**src/rtl/pio_port_pkg.sv**
```systemverilog
package pio_port_pkg;

  // Strobes from control to datapath for one host access
  typedef struct packed {
    logic rxPop;
    logic txPush;
    logic ackSet;
    logic retrySet;
  } hostStrobe_t;

  // FIFO state reported by the datapath to control
  typedef struct packed {
    logic rxEmpty;
    logic txFull;
  } fifoFlags_t;

  typedef enum logic {
    DIR_READ  = 1'b0,
    DIR_WRITE = 1'b1
  } xferDir_t;

endpackage

```
**src/rtl/pio_sync_fifo.sv**
```systemverilog
module pio_sync_fifo #(
  parameter int WIDTH = 16,
  parameter int DEPTH = 16
) (
  input  logic             clk,
  input  logic             rstN,
  input  logic             push,
  input  logic [WIDTH-1:0] pushData,
  input  logic             pop,
  output logic [WIDTH-1:0] popData,
  output logic             empty,
  output logic             full
);
  localparam int AW = (DEPTH > 1) ? $clog2(DEPTH) : 1;
  localparam logic [AW-1:0] LAST_SLOT = AW'(DEPTH - 1);

  logic [WIDTH-1:0] mem [DEPTH];
  logic [AW-1:0]    wrPtr, rdPtr;
  logic [AW:0]      fill;
  logic             doPush, doPop;

  assign empty  = (fill == '0);
  assign full   = (fill == (AW+1)'(DEPTH));
  assign doPush = push && !full;
  assign doPop  = pop && !empty;

  always_ff @(posedge clk) begin
    if (doPush) mem[wrPtr] <= pushData;
  end

  always_ff @(posedge clk or negedge rstN) begin
    if (!rstN) begin
      wrPtr   <= '0;
      rdPtr   <= '0;
      fill    <= '0;
      popData <= '0;
    end else begin
      if (doPush) wrPtr <= (wrPtr == LAST_SLOT) ? '0 : wrPtr + 1'b1;
      if (doPop) begin
        rdPtr   <= (rdPtr == LAST_SLOT) ? '0 : rdPtr + 1'b1;
        popData <= mem[rdPtr];
      end
      case ({doPush, doPop})
        2'b10:   fill <= fill + 1'b1;
        2'b01:   fill <= fill - 1'b1;
        default: fill <= fill;
      endcase
    end
  end

  assert_no_overflow_R4: assert property (@(posedge clk) disable iff (!rstN)
    fill <= (AW+1)'(DEPTH));

  assert_full_refuses_R4: assert property (@(posedge clk) disable iff (!rstN)
    (push && full && !pop) |=> full);

endmodule

```
**src/rtl/pio_port_datapath.sv**
```systemverilog
module pio_port_datapath
  import pio_port_pkg::*;
#(
  parameter int DATA_W     = 16,
  parameter int FIFO_DEPTH = 16
) (
  input  logic              clk,
  input  logic              rstN,
  input  hostStrobe_t       strobe,
  output fifoFlags_t        flags,
  input  logic [DATA_W-1:0] hostWData,
  output logic [DATA_W-1:0] hostRData,
  output logic              hostAck,
  output logic              hostRetry,
  input  logic              linkRxValid,
  input  logic [DATA_W-1:0] linkRxData,
  output logic              linkRxReady,
  input  logic              linkTxPop,
  output logic [DATA_W-1:0] linkTxData,
  output logic              linkTxValid
);
  logic rxFull, rxEmpty, txFull, txEmpty;

  pio_sync_fifo #(.WIDTH(DATA_W), .DEPTH(FIFO_DEPTH)) i_rxFifo (
    .clk      (clk),
    .rstN     (rstN),
    .push     (linkRxValid),
    .pushData (linkRxData),
    .pop      (strobe.rxPop),
    .popData  (hostRData),
    .empty    (rxEmpty),
    .full     (rxFull)
  );

  pio_sync_fifo #(.WIDTH(DATA_W), .DEPTH(FIFO_DEPTH)) i_txFifo (
    .clk      (clk),
    .rstN     (rstN),
    .push     (strobe.txPush),
    .pushData (hostWData),
    .pop      (linkTxPop),
    .popData  (linkTxData),
    .empty    (txEmpty),
    .full     (txFull)
  );

  assign flags.rxEmpty = rxEmpty;
  assign flags.txFull  = txFull;
  assign linkRxReady   = !rxFull;
  assign linkTxValid   = !txEmpty;

  always_ff @(posedge clk or negedge rstN) begin
    if (!rstN) begin
      hostAck   <= 1'b0;
      hostRetry <= 1'b0;
    end else begin
      hostAck   <= strobe.ackSet;
      hostRetry <= strobe.retrySet;
    end
  end

  assert_ack_retry_excl_R3: assert property (@(posedge clk) disable iff (!rstN)
    !(hostAck && hostRetry));

  assert_retry_keeps_rx_R3: assert property (@(posedge clk) disable iff (!rstN)
    (strobe.retrySet && !strobe.txPush && !linkRxValid && rxEmpty) |=> rxEmpty);

endmodule

```
**src/rtl/pio_port_ctrl.sv**
```systemverilog
module pio_port_ctrl
  import pio_port_pkg::*;
#(
  parameter int CNT_W        = 8,
  parameter int SECTOR_WORDS = 256
) (
  input  logic             clk,
  input  logic             rstN,
  input  logic             hostRd,
  input  logic             hostWr,
  input  fifoFlags_t       flags,
  output hostStrobe_t      strobe,
  input  logic             statusRd,
  input  logic             cmdStart,
  input  logic             cmdIsWrite,
  input  logic             cmdMulti,
  input  logic [CNT_W-1:0] cmdCount,
  input  logic             cfgBlkWe,
  input  logic [CNT_W-1:0] cfgBlkData,
  output logic             irq,
  output logic             xferBusy,
  output logic             xferDone
);
  localparam int WCW = (SECTOR_WORDS > 1) ? $clog2(SECTOR_WORDS) : 1;
  localparam logic [WCW-1:0] LAST_WORD = WCW'(SECTOR_WORDS - 1);
  localparam logic [CNT_W-1:0] ONE = CNT_W'(1);

  logic [CNT_W-1:0] cfgBlk, blkSizeQ, remain, blockLeft;
  logic [CNT_W-1:0] startBlkSize, firstBlock, nextBlock;
  logic [WCW-1:0]   wordCnt;
  xferDir_t         dirQ;
  logic             beat, startOk, sectorEnd;

  function automatic logic [CNT_W-1:0] minCnt(input logic [CNT_W-1:0] a,
                                              input logic [CNT_W-1:0] b);
    return (a < b) ? a : b;
  endfunction

  // Host access arbitration: read wins over write
  always_comb begin
    strobe          = '0;
    strobe.rxPop    = hostRd && !flags.rxEmpty;
    strobe.txPush   = !hostRd && hostWr && !flags.txFull;
    strobe.ackSet   = strobe.rxPop || strobe.txPush;
    strobe.retrySet = (hostRd && flags.rxEmpty) || (!hostRd && hostWr && flags.txFull);
  end

  assign startOk      = cmdStart && !xferBusy && (cmdCount != '0);
  assign startBlkSize = cmdMulti ? cfgBlk : ONE;
  assign firstBlock   = minCnt(startBlkSize, cmdCount);
  assign nextBlock    = minCnt(blkSizeQ, remain - ONE);
  assign beat         = xferBusy && ((dirQ == DIR_READ) ? strobe.rxPop : strobe.txPush);
  assign sectorEnd    = beat && (wordCnt == LAST_WORD);

  always_ff @(posedge clk or negedge rstN) begin
    if (!rstN) begin
      cfgBlk <= ONE;
    end else if (cfgBlkWe) begin
      cfgBlk <= (cfgBlkData == '0) ? ONE : cfgBlkData;
    end
  end

  always_ff @(posedge clk or negedge rstN) begin
    if (!rstN) begin
      xferBusy  <= 1'b0;
      xferDone  <= 1'b0;
      irq       <= 1'b0;
      dirQ      <= DIR_READ;
      blkSizeQ  <= ONE;
      remain    <= '0;
      blockLeft <= '0;
      wordCnt   <= '0;
    end else if (startOk) begin
      xferBusy  <= 1'b1;
      xferDone  <= 1'b0;
      irq       <= 1'b1;
      dirQ      <= cmdIsWrite ? DIR_WRITE : DIR_READ;
      blkSizeQ  <= startBlkSize;
      remain    <= cmdCount;
      blockLeft <= firstBlock;
      wordCnt   <= '0;
    end else begin
      if (statusRd) irq <= 1'b0;
      if (sectorEnd) begin
        wordCnt <= '0;
        remain  <= remain - ONE;
        if (remain == ONE) begin
          xferBusy  <= 1'b0;
          xferDone  <= 1'b1;
          blockLeft <= '0;
        end else if (blockLeft == ONE) begin
          blockLeft <= nextBlock;
          irq       <= 1'b1;
        end else begin
          blockLeft <= blockLeft - ONE;
        end
      end else if (beat) begin
        wordCnt <= wordCnt + 1'b1;
      end
    end
  end

  assert_done_idle_R9: assert property (@(posedge clk) disable iff (!rstN)
    xferDone |-> !xferBusy);

  assert_irq_in_xfer_R5: assert property (@(posedge clk) disable iff (!rstN)
    $rose(irq) |-> xferBusy);

  assert_block_bound_R7: assert property (@(posedge clk) disable iff (!rstN)
    xferBusy |-> (blockLeft != '0 && blockLeft <= remain));

  assert_status_clear_R8: assert property (@(posedge clk) disable iff (!rstN)
    (statusRd && !cmdStart && !sectorEnd) |=> !irq);

endmodule

```
**src/rtl/pio_sector_port.sv**
```systemverilog
module pio_sector_port
  import pio_port_pkg::*;
#(
  parameter int DATA_W       = 16,
  parameter int FIFO_DEPTH   = 16,
  parameter int SECTOR_WORDS = 256,
  parameter int CNT_W        = 8
) (
  input  logic              clk,
  input  logic              rstN,
  input  logic              modeStrap,
  output logic              dpaMode,
  input  logic              hostRd,
  input  logic              hostWr,
  input  logic [DATA_W-1:0] hostWData,
  output logic [DATA_W-1:0] hostRData,
  output logic              hostAck,
  output logic              hostRetry,
  input  logic              statusRd,
  input  logic              cmdStart,
  input  logic              cmdIsWrite,
  input  logic              cmdMulti,
  input  logic [CNT_W-1:0]  cmdCount,
  input  logic              cfgBlkWe,
  input  logic [CNT_W-1:0]  cfgBlkData,
  output logic              irq,
  output logic              xferBusy,
  output logic              xferDone,
  input  logic              linkRxValid,
  input  logic [DATA_W-1:0] linkRxData,
  output logic              linkRxReady,
  input  logic              linkTxPop,
  output logic [DATA_W-1:0] linkTxData,
  output logic              linkTxValid
);
  hostStrobe_t strobe;
  fifoFlags_t  flags;

  // Strap capture: follows the pin while reset is held, frozen afterwards
  always_ff @(posedge clk) begin
    if (!rstN) dpaMode <= modeStrap;
  end

  pio_port_ctrl #(.CNT_W(CNT_W), .SECTOR_WORDS(SECTOR_WORDS)) i_ctrl (
    .clk        (clk),
    .rstN       (rstN),
    .hostRd     (hostRd),
    .hostWr     (hostWr),
    .flags      (flags),
    .strobe     (strobe),
    .statusRd   (statusRd),
    .cmdStart   (cmdStart),
    .cmdIsWrite (cmdIsWrite),
    .cmdMulti   (cmdMulti),
    .cmdCount   (cmdCount),
    .cfgBlkWe   (cfgBlkWe),
    .cfgBlkData (cfgBlkData),
    .irq        (irq),
    .xferBusy   (xferBusy),
    .xferDone   (xferDone)
  );

  pio_port_datapath #(.DATA_W(DATA_W), .FIFO_DEPTH(FIFO_DEPTH)) i_datapath (
    .clk         (clk),
    .rstN        (rstN),
    .strobe      (strobe),
    .flags       (flags),
    .hostWData   (hostWData),
    .hostRData   (hostRData),
    .hostAck     (hostAck),
    .hostRetry   (hostRetry),
    .linkRxValid (linkRxValid),
    .linkRxData  (linkRxData),
    .linkRxReady (linkRxReady),
    .linkTxPop   (linkTxPop),
    .linkTxData  (linkTxData),
    .linkTxValid (linkTxValid)
  );

  assert_strap_held_R10: assert property (@(posedge clk) disable iff (!rstN)
    $stable(dpaMode));

endmodule

```
**config.mk**
```make
export PLATFORM = sky130hd
export DESIGN_NAME = pio_sector_port
export DESIGN_NICKNAME = d
export VERILOG_FILES = /design/src/rtl/pio_port_pkg.sv /design/src/rtl/pio_sync_fifo.sv /design/src/rtl/pio_port_datapath.sv /design/src/rtl/pio_port_ctrl.sv /design/src/rtl/pio_sector_port.sv
export SDC_FILE = /design/constraint.sdc
export NUM_CORES = 1
export LEC_CHECK = 0
export BUFFER_PORTS_ARGS = -buffer_cell sky130_fd_sc_hd__buf_2
export CAP_MARGIN = 20
export CORE_MARGIN = 5
export CORE_UTILIZATION = 56
export CTS_CLUSTER_DIAMETER = 50
export CTS_CLUSTER_SIZE = 25
export DETAILED_ROUTE_END_ITERATION = 6
export PLACE_DENSITY = 0.76
export REMOVE_ABC_BUFFERS = 1
export SYNTH_ARGS = -nofsm -noshare
export SYNTH_HDL_FRONTEND = slang
export SYNTH_SLANG_ARGS = --single-unit
```
**constraint.sdc**
```tcl
create_clock -name clk -period 3.2 [get_ports clk]
set_input_delay 0.8 -clock clk [delete_from_list [all_inputs] [get_ports clk]]
set_output_delay 0.8 -clock clk [all_outputs]
set_load 0.01 [all_outputs]
```
Word-level counts from Yosys, hierarchy flattened
Memories as Yosys holds them, arrays and structs flattened. A register that Yosys moved wholly into a read port is not among the register bits.
Index checks and enable logic that the tools add are counted.
{"block": "word_totals", "out_inout_bits": 40, "n_memories": 2, "romBits": 0, "latch_bits": 0, "mem_bits_rw": 512, "reg_bits": 73, "wordCells": 115, "inputBits": 60}
{"block": "op_classes", "muxes": 36, "n_bitwise": 0, "n_addsub": 11, "reduce_logical": 33, "n_lt_le_gt_ge": 2, "n_shift": 0, "div_mod_pow": 0, "n_eq_ne": 13, "mul": 0}
{"memory": "i_datapath.i_rxFifo.mem", "depth": 16, "width": 16, "rd": 1, "rd_clocked_by_memory_dff": 1, "wr": 1, "line_no": "pio_sync_fifo.sv:17", "source": "logic [WIDTH-1:0] mem [DEPTH];"}
{"memory": "i_datapath.i_txFifo.mem", "depth": 16, "width": 16, "rd": 1, "rd_clocked_by_memory_dff": 1, "wr": 1, "line_no": "pio_sync_fifo.sv:17"}
{"operator": "$mux W8", "n": 13}
{"operator": "$pmux W5 S2", "n": 2}
{"operator": "$mux W1", "n": 17}
{"operator": "$add A4 B1 Y4 const B", "n": 4}
{"operator": "$eq A4 B4 Y1 const B", "n": 4}
{"operator": "$eq A8 B1 Y1 const B", "n": 2}
{"operator": "$lt A8 B8 Y1", "n": 2}
{"operator": "$mux W4", "n": 4}
{"operator": "$sub A8 B1 Y8 const B", "n": 2}
{"operator": "$logic_and A1 B1 Y1", "n": 13}
{"operator": "$add A5 B1 Y5 const B", "n": 2}
{"operator": "$eq A5 B5 Y1 const B", "n": 2}
{"operator": "$logic_not A5 Y1", "n": 2}
{"operator": "$sub A5 B1 Y5 const B", "n": 2}
{"operator": "$add A8 B1 Y8 const B", "n": 1}
{"operator": "$eq A8 B8 Y1 const B", "n": 1}
{"operator": "$logic_not A1 Y1", "n": 8}
{"operator": "$logic_not A8 Y1", "n": 1}
{"operator": "$reduce_bool A2 Y1", "n": 4}
{"operator": "$reduce_bool A8 Y1", "n": 1}
{"operator": "$eq A2 B1 Y1 const B", "n": 2}
{"operator": "$eq A2 B2 Y1 const B", "n": 2}
{"operator": "$reduce_bool A3 Y1", "n": 1}
{"operator": "$logic_or A1 B1 Y1", "n": 2}
{"operator": "$reduce_and A2 Y1", "n": 1}

Depth between registers and ports, before layout
Gate-level depths: netlist of the first run.
{"block": "depth", "depth_word": 8, "mapped_depth": 14, "mapped_depth_nobuf": 13}

Cells and area by module
From an unflattened synthesis of the first run, not the netlist that was laid out.
{"block": "hier_totals", "cells_unflattened": 1407, "hier_area_um2": 25373.1}
{"module": "pio_sync_fifo (i_datapath.i_txFifo)", "n_inst": 1, "seq_area_each_um2": 8413.1, "cells_per_inst": 526, "area_per_inst_um2": 11108.2}
{"module": "pio_sync_fifo (i_datapath.i_rxFifo)", "n_inst": 1, "seq_area_each_um2": 8413.1, "cells_per_inst": 526, "area_per_inst_um2": 11095.6}
{"module": "pio_port_ctrl", "n_inst": 1, "seq_area_each_um2": 1103.6, "cells_per_inst": 347, "area_per_inst_um2": 3062.9}
{"module": "pio_port_datapath", "n_inst": 1, "seq_area_each_um2": 50.0, "cells_per_inst": 6, "area_per_inst_um2": 72.6}
{"module": "pio_sector_port", "n_inst": 1, "seq_area_each_um2": 30.0, "cells_per_inst": 2, "area_per_inst_um2": 33.8}

Worst setup path after synthesis of the first run
OpenSTA, ideal clock, no wires.
{"block": "synth_path", "kind": "register to register", "startpoint": "reg i_ctrl.remain[0]", "endpoint": "reg i_ctrl.blockLeft[1]", "setup_slack_ps": 187, "setup_ps": 139, "arrival_time_ps": 2875, "synth_period_minus_slack_ps": 3013, "path_stages_with_launch": 14, "required_ps": 3061, "n_path_buf": 0, "path_cell_list": "dfrtp_1 inv_1 ha_1 nor3b_1 xnor2_1 ha_1 nand2_1 a21oi_1 o211ai_2 a221oi_4 nand2_4 mux2i_1 a2111oi_1 a211oi_1"}
{"block": "synth_between", "elab_chain_cells": 7, "word_cells_on_any_way": 8, "classes_between": "add/sub: 1; order compare: 1; eq/ne: 1; mux: 5"}
{"item": "from (decl)", "line_no": "pio_port_ctrl.sv:28", "source": "logic [CNT_W-1:0] cfgBlk, blkSizeQ, remain, blockLeft;"}
{"item": "from (signal assigned)", "line_no": "pio_port_ctrl.sv:79", "source": "remain <= cmdCount;"}
{"item": "from (signal assigned)", "line_no": "pio_port_ctrl.sv:86", "source": "remain <= remain - ONE;"}
{"item": "$sub A8 B1 Y8", "line_no": "pio_port_ctrl.sv:51", "source": "assign nextBlock = minCnt(blkSizeQ, remain - ONE);"}
{"item": "$lt A8 B8 Y1", "line_no": "pio_port_ctrl.sv:36", "source": "return (a < b) ? a : b;"}
{"item": "$mux W8", "line_no": "pio_port_ctrl.sv:36"}
{"item": "$mux W8", "line_no": "pio_port_ctrl.sv:91", "source": "end else if (blockLeft == ONE) begin"}
{"item": "$mux W8 *", "line_no": "pio_port_ctrl.sv:87", "source": "if (remain == ONE) begin"}
{"item": "$mux W8 *", "line_no": "pio_port_ctrl.sv:84", "source": "if (sectorEnd) begin"}
{"item": "$mux W8 *", "line_no": "pio_port_ctrl.sv:73", "source": "end else if (startOk) begin"}
{"item": "to (signal assigned)", "line_no": "pio_port_ctrl.sv:80", "source": "blockLeft <= firstBlock;"}
{"item": "to (signal assigned)", "line_no": "pio_port_ctrl.sv:92", "source": "blockLeft <= nextBlock;"}
{"item": "to (signal assigned)", "line_no": "pio_port_ctrl.sv:95", "source": "blockLeft <= blockLeft - ONE;"}
{"item": "to (decl)", "line_no": "pio_port_ctrl.sv:28"}
Mark *: on every way between the ends. The rest lies on a longest branch, timed or not. The select of a mux whose other input is x is not followed.
A chain may end at the register's enable or synchronous reset.

Worst setup path after layout of the first run
{"block": "layout_path", "startpoint": "reg i_datapath.i_rxFifo.fill[1]", "endpoint": "reg i_datapath.i_rxFifo.fill[4]"}
{"block": "layout_between", "elab_chain_cells": 6, "word_cells_on_any_way": 13, "classes_between": "add/sub: 2; eq/ne: 3; mux: 1; reduce/logical: 7"}
{"item": "from (decl)", "line_no": "pio_sync_fifo.sv:19", "source": "logic [AW:0] fill;"}
{"item": "from (signal assigned)", "line_no": "pio_sync_fifo.sv:44", "source": "2'b10: fill <= fill + 1'b1;"}
{"item": "from (signal assigned)", "line_no": "pio_sync_fifo.sv:45", "source": "2'b01: fill <= fill - 1'b1;"}
{"item": "from (signal assigned)", "line_no": "pio_sync_fifo.sv:46", "source": "default: fill <= fill;"}
{"item": "$logic_not A5 Y1", "line_no": "pio_sync_fifo.sv:22", "source": "assign empty = (fill == '0);"}
{"item": "$logic_not A1 Y1", "line_no": "pio_sync_fifo.sv:25, pio_port_ctrl.sv:42"}
{"item": "$logic_and A1 B1 Y1", "line_no": "pio_port_ctrl.sv:42", "source": "strobe.rxPop = hostRd && !flags.rxEmpty;"}
{"item": "$logic_and A1 B1 Y1", "line_no": "pio_sync_fifo.sv:25", "source": "assign doPop = pop && !empty;"}
{"item": "$eq A2 B1 Y1 / $eq A2 B2 Y1 (equally long branches)", "line_no": "pio_sync_fifo.sv:43", "source": "case ({doPush, doPop})"}
{"item": "$pmux W5 S2 / $reduce_bool A2 Y1 (equally long branches)"}
Parallel ways exist; a longest one is shown, timed or not.

==> qor.txt, run 1 <==
status -> finished clean
Worst EP arrival -> 3.47 ns
Die Height -> 222 µm
origin of the worst setup path -> i_datapath.i_rxFifo.fill[1]
worst min-delay path category -> input pin to async pin
highest metal used -> met5
vias per cell -> 6.00
ys async rst share -> 0.169
CP required -> 3.67 ns
Mapped Avg Cell Area -> 18.3 µm²
synth cell count leaders -> 513 x edfxtp_1, 160 x mux4_2, 157 x nand2_1
sw power -> 7.37 mW
Worst path top cell family by delay -> simple AND/OR/NAND/NOR gates
largest net degree at the start of global routing -> 69
Logic pwr share -> 0.287
startpoint types -> flop
clock share of power -> 0.268
CP cell instances -> or4_4 -> or2_2 -> and2_1 -> inv_1 -> ha_1 -> inv_1 -> fa_1 -> inv_1 -> a21o_1 -> a21oi_1 -> xnor2_1 -> nor2_1 -> xnor2_1
grt total ovfl -> 0
Die X -> 222 µm
Root Driver -> clkbuf_16
Period minus WS final -> 3.01 ns
RSZ-0062 raised after global routing -> false
wire length on met1 -> 20,600 µm
vias in the first global route -> 13,500
Rel. slew slack -> 0.262
critical path type -> flop to flop
max frequency -> 333 MHz
Critical-path top delay cell -> or4_4
CTS sink count -> 617
cell area power density -> 828 nW/µm²
fin. max-slew vios -> 0
initial antenna violation count -> 3
share of the synthesized area in the top cell type -> 0.613
R2R Path Start -> i_datapath.i_rxFifo.fill[1]
GRT Total Usage -> 0.219
Mapped Cells -> 1,373
CP max stage delay -> 0.57 ns
core area -> 44,300 µm²
IO Pins -> 100
Post-synth EDFFs -> 513
clk slew on worst S/H paths -> 0.07 ns
Die ar. -> 49,200 µm²
FF+latch count, synth -> 617
Worst path most repeated cell -> inv_1
period utilization -> 0.940
CP endpoint kind -> flop
dominant cell type by area after synthesis -> edfxtp_1
Netlist cell types -> 71
Sum Neg Setup Slack -> 0 ns
share of cells above drive strength 1 -> 0.304
worst-path fanout max -> 4
Max Cap Viol -> 0
post-layout util -> 0.643
TritonCTS buffer count -> 48
nets -> 1,625
# fillers -> 3,020
Buf/Inv on CP -> 3
area delta synth->final -> 13.4%
post-synthesis sequential area ratio -> 0.717
H-tree levels -> 2
setup bufs post-CTS -> 0
CTS tree -> done
wire per inst -> 24.7 µm
global-route wire length before repair -> 82,200 µm
HPWL Detailed -> 31,900 µm
worst vdd ir -> 810 µV
Port Buffers -> 99
met3 WL post-DR -> 3660 µm
sequential share of power -> 0.446
switching part of the total -> 0.312
num rows -> 77
drt total wl -> 53,400 µm
ranking of synthesized cells by area -> edfxtp_1 61%, mux4_2 14%, dfrtp_1 10%
Yosys warnings -> 0
DR vias -> 13,000
met2 WL -> 27,900 µm
# hold bufs at CTS -> 0
Gates resized, CTS repair -> 0
Iter 0 DRT Violations -> 1,290
final hold violations -> 0
final setup fails -> 0
Leakage Power -> 10.0 nW
Clock Latency Late Sink -> 0.61 ns
Max clock buf depth -> 3
routability cong. -> 0.885
Mapped Area -> 25,100 µm²
most frequent cell after synthesis -> edfxtp_1
WHS -> 0.135 ns
first drt pass iteration count -> 5
number of remaining DRC errors -> 0
ys flop type -> edfxtp_1
internal power -> 16.2 mW
Worst-Margin Slew -> 1.11 ns
clock skew -> 0.0368 ns
Post-DRT Antenna Nets -> 0
initial core utilization -> 0.567
flip-flops by register name, indices dropped and copies added (netlist names):
register / flops
i_ctrl.dirQ: 1
i_datapath.hostAck: 1
i_datapath.i_rxFifo.popData: 16
i_datapath.i_rxFifo.mem: 256
i_datapath.i_rxFifo.fill: 5
i_ctrl.xferBusy: 1
i_ctrl.blkSizeQ: 8
i_datapath.i_rxFifo.rdPtr: 4
i_ctrl.cfgBlk: 8
i_ctrl.remain: 8
i_datapath.i_txFifo.popData: 16
i_ctrl.irq: 1
i_datapath.i_txFifo.rdPtr: 4
i_ctrl.wordCnt: 8
i_ctrl.xferDone: 1
i_ctrl.blockLeft: 8
i_datapath.hostRetry: 1
i_datapath.i_txFifo.wrPtr: 4
i_datapath.i_txFifo.fill: 5
dpaMode: 1
i_datapath.i_txFifo.mem: 256
i_datapath.i_rxFifo.wrPtr: 4
worst register-to-register path, stage by stage, from the launching register on:
cell     delay (ns)
dfrtp_1        0.41
or4_4          0.57
or2_2          0.30
and2_1         0.18
inv_1          0.09
ha_1           0.23
inv_1          0.10
fa_1           0.41
inv_1          0.08
a21o_1         0.11
a21oi_1        0.07
xnor2_1        0.15
nor2_1         0.07
xnor2_1        0.12
area by class of cell:
type	count	area [µm²]	area share
diodes	3	7.51	0.000263
inverters	33	124	0.00435
clock inverters	41	480	0.0169
repair buffers	170	1110	0.0388
well taps	592	741	0.0260
multi-input cells	658	6800	0.239
flip-flops and latches	617	18000	0.632
clock buffers	49	1230	0.0430
stage by stage:
stage,instances,total power [mW],worst slack [ns],instance area (µm²)
global placement,2070,17.2,0.154,26800
global route,2160,24.8,0.0289,28500
floorplan,1308,15.4,-0.939,24900
detailed placement,2070,17.5,0.0869,26800
finish,2163,23.6,0.194,28500
CTS,2160,23.8,0.130,28500
cell families after synthesis:
family          synth area share
buf+inv                   0.0155
simple gates              0.0543
xor+xnor                  0.0119
fa+ha+maj                 0.0190
flops                      0.717
compound gates            0.0297
mux                        0.153
worst paths after layout:
path | slack [ns] | depth (start not counted) | to
max | 0.19 | 13 | i_datapath.i_rxFifo.fill[4]
min | 0.14 | 1 | i_ctrl.remain[5]
max reg2reg | 0.19 | 13 | i_datapath.i_rxFifo.fill[4]
min reg2reg | 0.47 | 2 | i_datapath.i_rxFifo.popData[0]
max in group asynchronous | 2.32 | 2 | i_ctrl.cfgBlk[0]
min in group clk | 0.40 | 1 | dpaMode
cells in the final DEF (no fill, tap or decap), drive strengths merged, types with 4 or more instances in the layout:
cell / count
a21oi: 30
nand3: 15
and2: 22
nand2: 158
and3: 4
mux2i: 9
edfxtp: 513
o211ai: 5
mux4: 160
mux2: 13
inv: 56
buf: 170
dfrtp: 102
clkbuf: 49
ha: 35
o21ai: 41
xnor2: 17
or3: 4
nor4: 7
nor2: 43
nor3: 14
a211oi: 5
clkinv: 14
xor2: 15
nand2b: 8
a21o: 9
power groups by stage:
stage | logic (mW) | registers (mW) | clock network, mW
2_1_floorplan | 4.29 | 11.1 | 0
3_3_place_gp | 6.60 | 10.6 | 0
3_5_place_dp | 6.77 | 10.7 | 0
4_1_cts | 6.84 | 10.5 | 6.44
5_1_grt | 7.33 | 10.6 | 6.82
6_report | 6.77 | 10.5 | 6.32
routing by layer:
| metal | global-route usage | up-vias |
|---|---|---|
| met5 | 0 | - |
| li1 | - | 5718 |
| met4 | 0.0589 | 2 |
| met1 | 0.288 | 6714 |
| met3 | 0.0436 | 88 |
| met2 | 0.380 | 448 |
No activity file was read; power rests on OpenSTA's default activity.
==> run 2: changes to the inputs <==
--- a/config.mk
+++ b/config.mk
@@ -14,6 +14,7 @@
 export DETAILED_ROUTE_END_ITERATION = 6
 export PLACE_DENSITY = 0.76
 export REMOVE_ABC_BUFFERS = 1
+export SETUP_SLACK_MARGIN = 0.4
 export SYNTH_ARGS = -nofsm -noshare
 export SYNTH_HDL_FRONTEND = slang
 export SYNTH_SLANG_ARGS = --single-unit
==> qor.txt, run 2 (synthesis gave the netlist of run 1 again) <==
status -> finished clean
final setup fails -> 0
Port Buffers -> 99
worst setup path end -> i_ctrl.blockLeft[1]
IO Pins -> 100
commonest cells after routing, fill and taps aside -> 513 x edfxtp_1, 160 x mux4_2, 157 x nand2_1, 98 x dfrtp_1, 98 x buf_2
reg-to-reg setup timing slack -> 0.40 ns
CTS sink count -> 617
period utilization -> 0.874
num rows -> 77
R2R Path Start -> i_ctrl.remain[1]
GRT Total Usage -> 0.219
Logic pwr share -> 0.294
global-route wire length before repair -> 82,200 µm
cell area power density -> 831 nW/µm²
CTS tree -> done
worst vdd ir -> 809 µV
core area -> 44,300 µm²
Iter 0 DRT Violations -> 1,265
vias in the first global route -> 13,600
Max clock buf depth -> 3
area delta synth->final -> 14.2%
switching part of the total -> 0.313
Die ar. -> 49,200 µm²
initial core utilization -> 0.567
worst-path fanout max -> 5
Reg2Reg Depth -> 13
Root Driver -> clkbuf_16
final hold violations -> 0
# fillers -> 3,003
first drt pass iteration count -> 5
# hold bufs at CTS -> 0
Sum Neg Setup Slack -> 0 ns
clock share of power -> 0.265
post-layout util -> 0.648
nets -> 1,634
share of cells above drive strength 1 -> 0.321
Leakage Power -> 10.1 nW
initial antenna violation count -> 3
grt total ovfl -> 0
sequential share of power -> 0.441
Max Cap Viol -> 0
largest net degree at the start of global routing -> 69
Period minus WS final -> 2.80 ns
sw power -> 7.47 mW
wire per inst -> 24.7 µm
TritonCTS buffer count -> 48
Die Height -> 222 µm
fin. max-slew vios -> 0
vias per cell -> 5.98
number of remaining DRC errors -> 0
most common cell after layout, fill and taps aside -> edfxtp_1
drt total wl -> 53,600 µm
Die X -> 222 µm
largest registers -> i_datapath.i_rxFifo.mem x256, i_datapath.i_txFifo.mem x256
worst min-delay path category -> input pin to async pin
Worst-Margin Slew -> 1.11 ns
startpoint types -> flop
HPWL Detailed -> 31,900 µm
critical path type -> flop to flop
Placed Cells -> 2,070
CP endpoint kind -> flop
internal power -> 16.4 mW
Clock Latency Late Sink -> 0.61 ns
Worst EP arrival -> 3.24 ns
Post-Layout Cell Count -> 2,173
clk slew on worst S/H paths -> 0.07 ns
Rel. slew slack -> 0.260
routability cong. -> 0.885
origin of the worst setup path -> i_ctrl.remain[1]
clock skew -> 0.0385 ns
FF-to-FF End -> i_ctrl.blockLeft[1]
Post-DRT Antenna Nets -> 0
DR vias -> 13,000
total power -> 23.9 mW
CP required -> 3.65 ns
RSZ-0062 raised after global routing -> true
H-tree levels -> 2
max frequency -> 358 MHz
## run 2: metal layers
| metal | part of all wire | track usage | up-vias |
|---|---|---|---|
| li1 | - | - | 5731 |
| met3 | 0.065 | 0.0436 | 95 |
| met2 | 0.52 | 0.380 | 457 |
| met4 | 0.025 | 0.0589 | 2 |
| met5 | 0.00021 | 0 | - |
| met1 | 0.39 | 0.289 | 6714 |
## run 2: how the worst min path moves through the flow
stage | end | slack, ns | depth (start not counted)
floorplan | i_datapath.i_rxFifo.fill[3] | 0.47 | 2
finish | i_ctrl.remain[5] | 0.13 | 1
detailed placement | i_datapath.i_rxFifo.popData[10] | 0.46 | 2
global placement | i_datapath.i_txFifo.popData[4] | 0.45 | 2
CTS | i_ctrl.remain[2] | 0.11 | 1
global route | i_datapath.i_rxFifo.fill[0] | 0.14 | 1
## run 2: power groups by stage
stage	Sequential [mW]	Combinational, mW	Clock [mW]
2_1_floorplan	11.1	4.29	0
3_3_place_gp	10.6	6.60	0
3_5_place_dp	10.7	6.77	0
4_1_cts	10.5	6.92	6.44
5_1_grt	10.7	7.60	6.82
6_report	10.5	7.02	6.31
## run 2: layout make-up
class                      count  area (µm²)  area share
tap                          592         741      0.0258
antenna                        4        10.0    0.000349
sequential                   617       18000       0.628
inverter                      33         124     0.00432
multi-input combinational    658        6930       0.241
timing repair buffer         179        1180      0.0410
clock inverter                41         480      0.0167
clock buffer                  49        1230      0.0427
## run 2: critical path, stage by stage (launching register included)
cell and delay [ns]:
dfrtp_1 0.42, inv_2 0.10, ha_4 0.14, nor3b_4 0.20, xnor2_1 0.11, ha_1 0.31, nand2_1 0.07, a21oi_2 0.17
o211ai_4 0.13, a221oi_4 0.33, nand2_4 0.11, mux2i_1 0.13, a2111oi_1 0.34, a211oi_1 0.11
## run 2: timing repair
action                     in CTS  in global routing
buffers inserted                3                  6
setup endpoints to repair      10                  9
pin swaps                       5                 11
gates cloned                    0                  0
resized for setup              11                 24
## run 2: stage by stage
stage	hold WS, ns	instance area (µm²)	worst slack, ns
detailed placement	0.459	26800	0.0869
finish	0.134	28700	0.403
floorplan	0.469	24900	-0.939
global route	0.144	28700	0.239
global placement	0.452	26800	0.154
CTS	0.112	28600	0.380
==> run 3: changes to the inputs <==
--- a/config.mk
+++ b/config.mk
@@ -5,7 +5,7 @@
 export SDC_FILE = /design/constraint.sdc
 export NUM_CORES = 1
 export LEC_CHECK = 0
-export BUFFER_PORTS_ARGS = -buffer_cell sky130_fd_sc_hd__buf_2
+export BUFFER_PORTS_ARGS = -buffer_cell sky130_fd_sc_hd__clkbuf_2
 export CAP_MARGIN = 20
 export CORE_MARGIN = 5
 export CORE_UTILIZATION = 56
==> qor.txt, run 3 (synthesis gave the netlist of run 1 again) <==
max frequency -> 360 MHz
HPWL Detailed -> 32,300 µm
reg-to-reg setup timing slack -> 0.42 ns
number of remaining DRC errors -> 0
period utilization -> 0.869
clock skew -> 0.0314 ns
Leakage Power -> 9.99 nW
vias in the first global route -> 13,600
final hold violations -> 0
worst setup path end -> i_ctrl.blockLeft[1]
area of the multi-input gates -> 6900 µm²
# hold bufs at CTS -> 0
Max clock buf depth -> 3
# fillers -> 2,952
cell area power density -> 819 nW/µm²
clk slew on worst S/H paths -> 0.08 ns
Placed Cells -> 2,069
fin. max-slew vios -> 0
Die ar. -> 49,200 µm²
vias per cell -> 6.00
initial core utilization -> 0.567
Clock Latency Late Sink -> 0.59 ns
worst vdd ir -> 669 µV
area delta synth->final -> 13.6%
post-layout util -> 0.644
num rows -> 77
Post-Layout Cell Count -> 2,160
status -> finished clean
DR vias -> 13,000
Port Buffers -> 99
Die X -> 222 µm
final setup fails -> 0
grt total ovfl -> 0
drt total wl -> 53,300 µm
FF-to-FF End -> i_ctrl.blockLeft[1]
R2R Path Start -> i_ctrl.remain[0]
first drt pass iteration count -> 5
most common cell after layout, fill and taps aside -> edfxtp_1
origin of the worst setup path -> i_ctrl.remain[0]
global-route wire length before repair -> 81,600 µm
share of cells above drive strength 1 -> 0.311
Iter 0 DRT Violations -> 1,144
initial antenna violation count -> 4
CTS tree -> done
worst min-delay path category -> input pin to async pin
Period minus WS final -> 2.78 ns
H-tree levels -> 2
Rel. slew slack -> 0.314
GRT Total Usage -> 0.218
largest net degree at the start of global routing -> 69
Reg area -> 18,000 µm²
Root Driver -> clkbuf_16
Sum Neg Setup Slack -> 0 ns
WHS -> 0.169 ns
Post-DRT Antenna Nets -> 0
RSZ-0062 raised after global routing -> true
routability cong. -> 0.905
core area -> 44,300 µm²
startpoint types -> flop
CTS sink count -> 617
largest registers -> i_datapath.i_rxFifo.mem x256, i_datapath.i_txFifo.mem x256
worst-path fanout max -> 5
CP endpoint kind -> flop
nets -> 1,631
TritonCTS buffer count -> 44
commonest cells after routing, fill and taps aside -> 513 x edfxtp_1, 160 x mux4_2, 157 x nand2_1, 97 x dfrtp_1, 97 x clkbuf_2
critical path type -> flop to flop
CP required -> 3.64 ns
Worst-Margin Slew -> 1.03 ns
Reg2Reg Depth -> 13
Die Height -> 222 µm
Worst EP arrival -> 3.22 ns
Max Cap Viol -> 0
IO Pins -> 100
wire per inst -> 24.7 µm
## run 3: cell count changes in the layout (fill, tap and decap cells not counted), moves of 4 or more
cell / before / now
buf_2: 98 / 0
clkbuf_2: 0 / 97
inv_8: 12 / 6
clkbuf_1: 0 / 4
clkbuf_16: 49 / 45
## run 3: per-layer routing
metal  GRT usage  routed length, µm
met1       0.285              20500
met2       0.382              28200
met3      0.0412               3460
met4      0.0571               1120
met5           0                 31
## run 3: how the worst min path moves through the flow
stage                                    from                             end  slack, ns
2_1_floorplan     i_datapath.i_rxFifo.fill[3]     i_datapath.i_rxFifo.fill[3]       0.47
3_3_place_gp   i_datapath.i_txFifo.popData[3]  i_datapath.i_txFifo.popData[3]       0.46
3_5_place_dp   i_datapath.i_rxFifo.popData[8]  i_datapath.i_rxFifo.popData[8]       0.46
4_1_cts                                  rstN                i_ctrl.remain[1]       0.16
5_1_grt                                  rstN                      i_ctrl.irq       0.19
6_report                                 rstN                      i_ctrl.irq       0.17
## run 3: through the flow
| stage | setup WS (ns) | total power, mW | instance area (µm²) |
|---|---|---|---|
| after floorplan | -0.939 | 15.4 | 24900 |
| after global placement | 0.219 | 17.2 | 26700 |
| after detailed placement | 0.115 | 17.4 | 26800 |
| after CTS | 0.350 | 23.5 | 28500 |
| after global routing | 0.269 | 24.6 | 28500 |
| final | 0.419 | 23.4 | 28600 |
## run 3: report_power, final
group	total (mW)	internal (mW)	switching, mW
logic	6.99	3.56	3.43
clock network	5.90	2.82	3.08
registers	10.5	9.69	0.816
## run 3: what timing repair did
action	4_1_cts	5_1_grt
setup endpoints to repair	11	9
pin swaps	3	7
gates resized for setup	17	12
cloned	0	0
buffers inserted	6	5
## run 3: final cells by class
type,instances,area share
diodes,1,0.0000876
inverters,33,0.00443
repair buffers,180,0.0433
clock buffers,49,0.0400
well taps,592,0.0259
clock inverters,30,0.0136
flip-flops and latches,617,0.631
multi-input cells,658,0.242
## run 3: critical path: stages (launching register included)
cell and delay, ns:
dfrtp_2 0.43, inv_2 0.08, ha_4 0.15, nor3b_4 0.21
xnor2_1 0.11, ha_1 0.31, nand2_1 0.06, a21oi_2 0.16
o211ai_4 0.13, a221oi_4 0.34, nand2_4 0.11, mux2i_1 0.16
a2111oi_2 0.31, a211oi_1 0.09
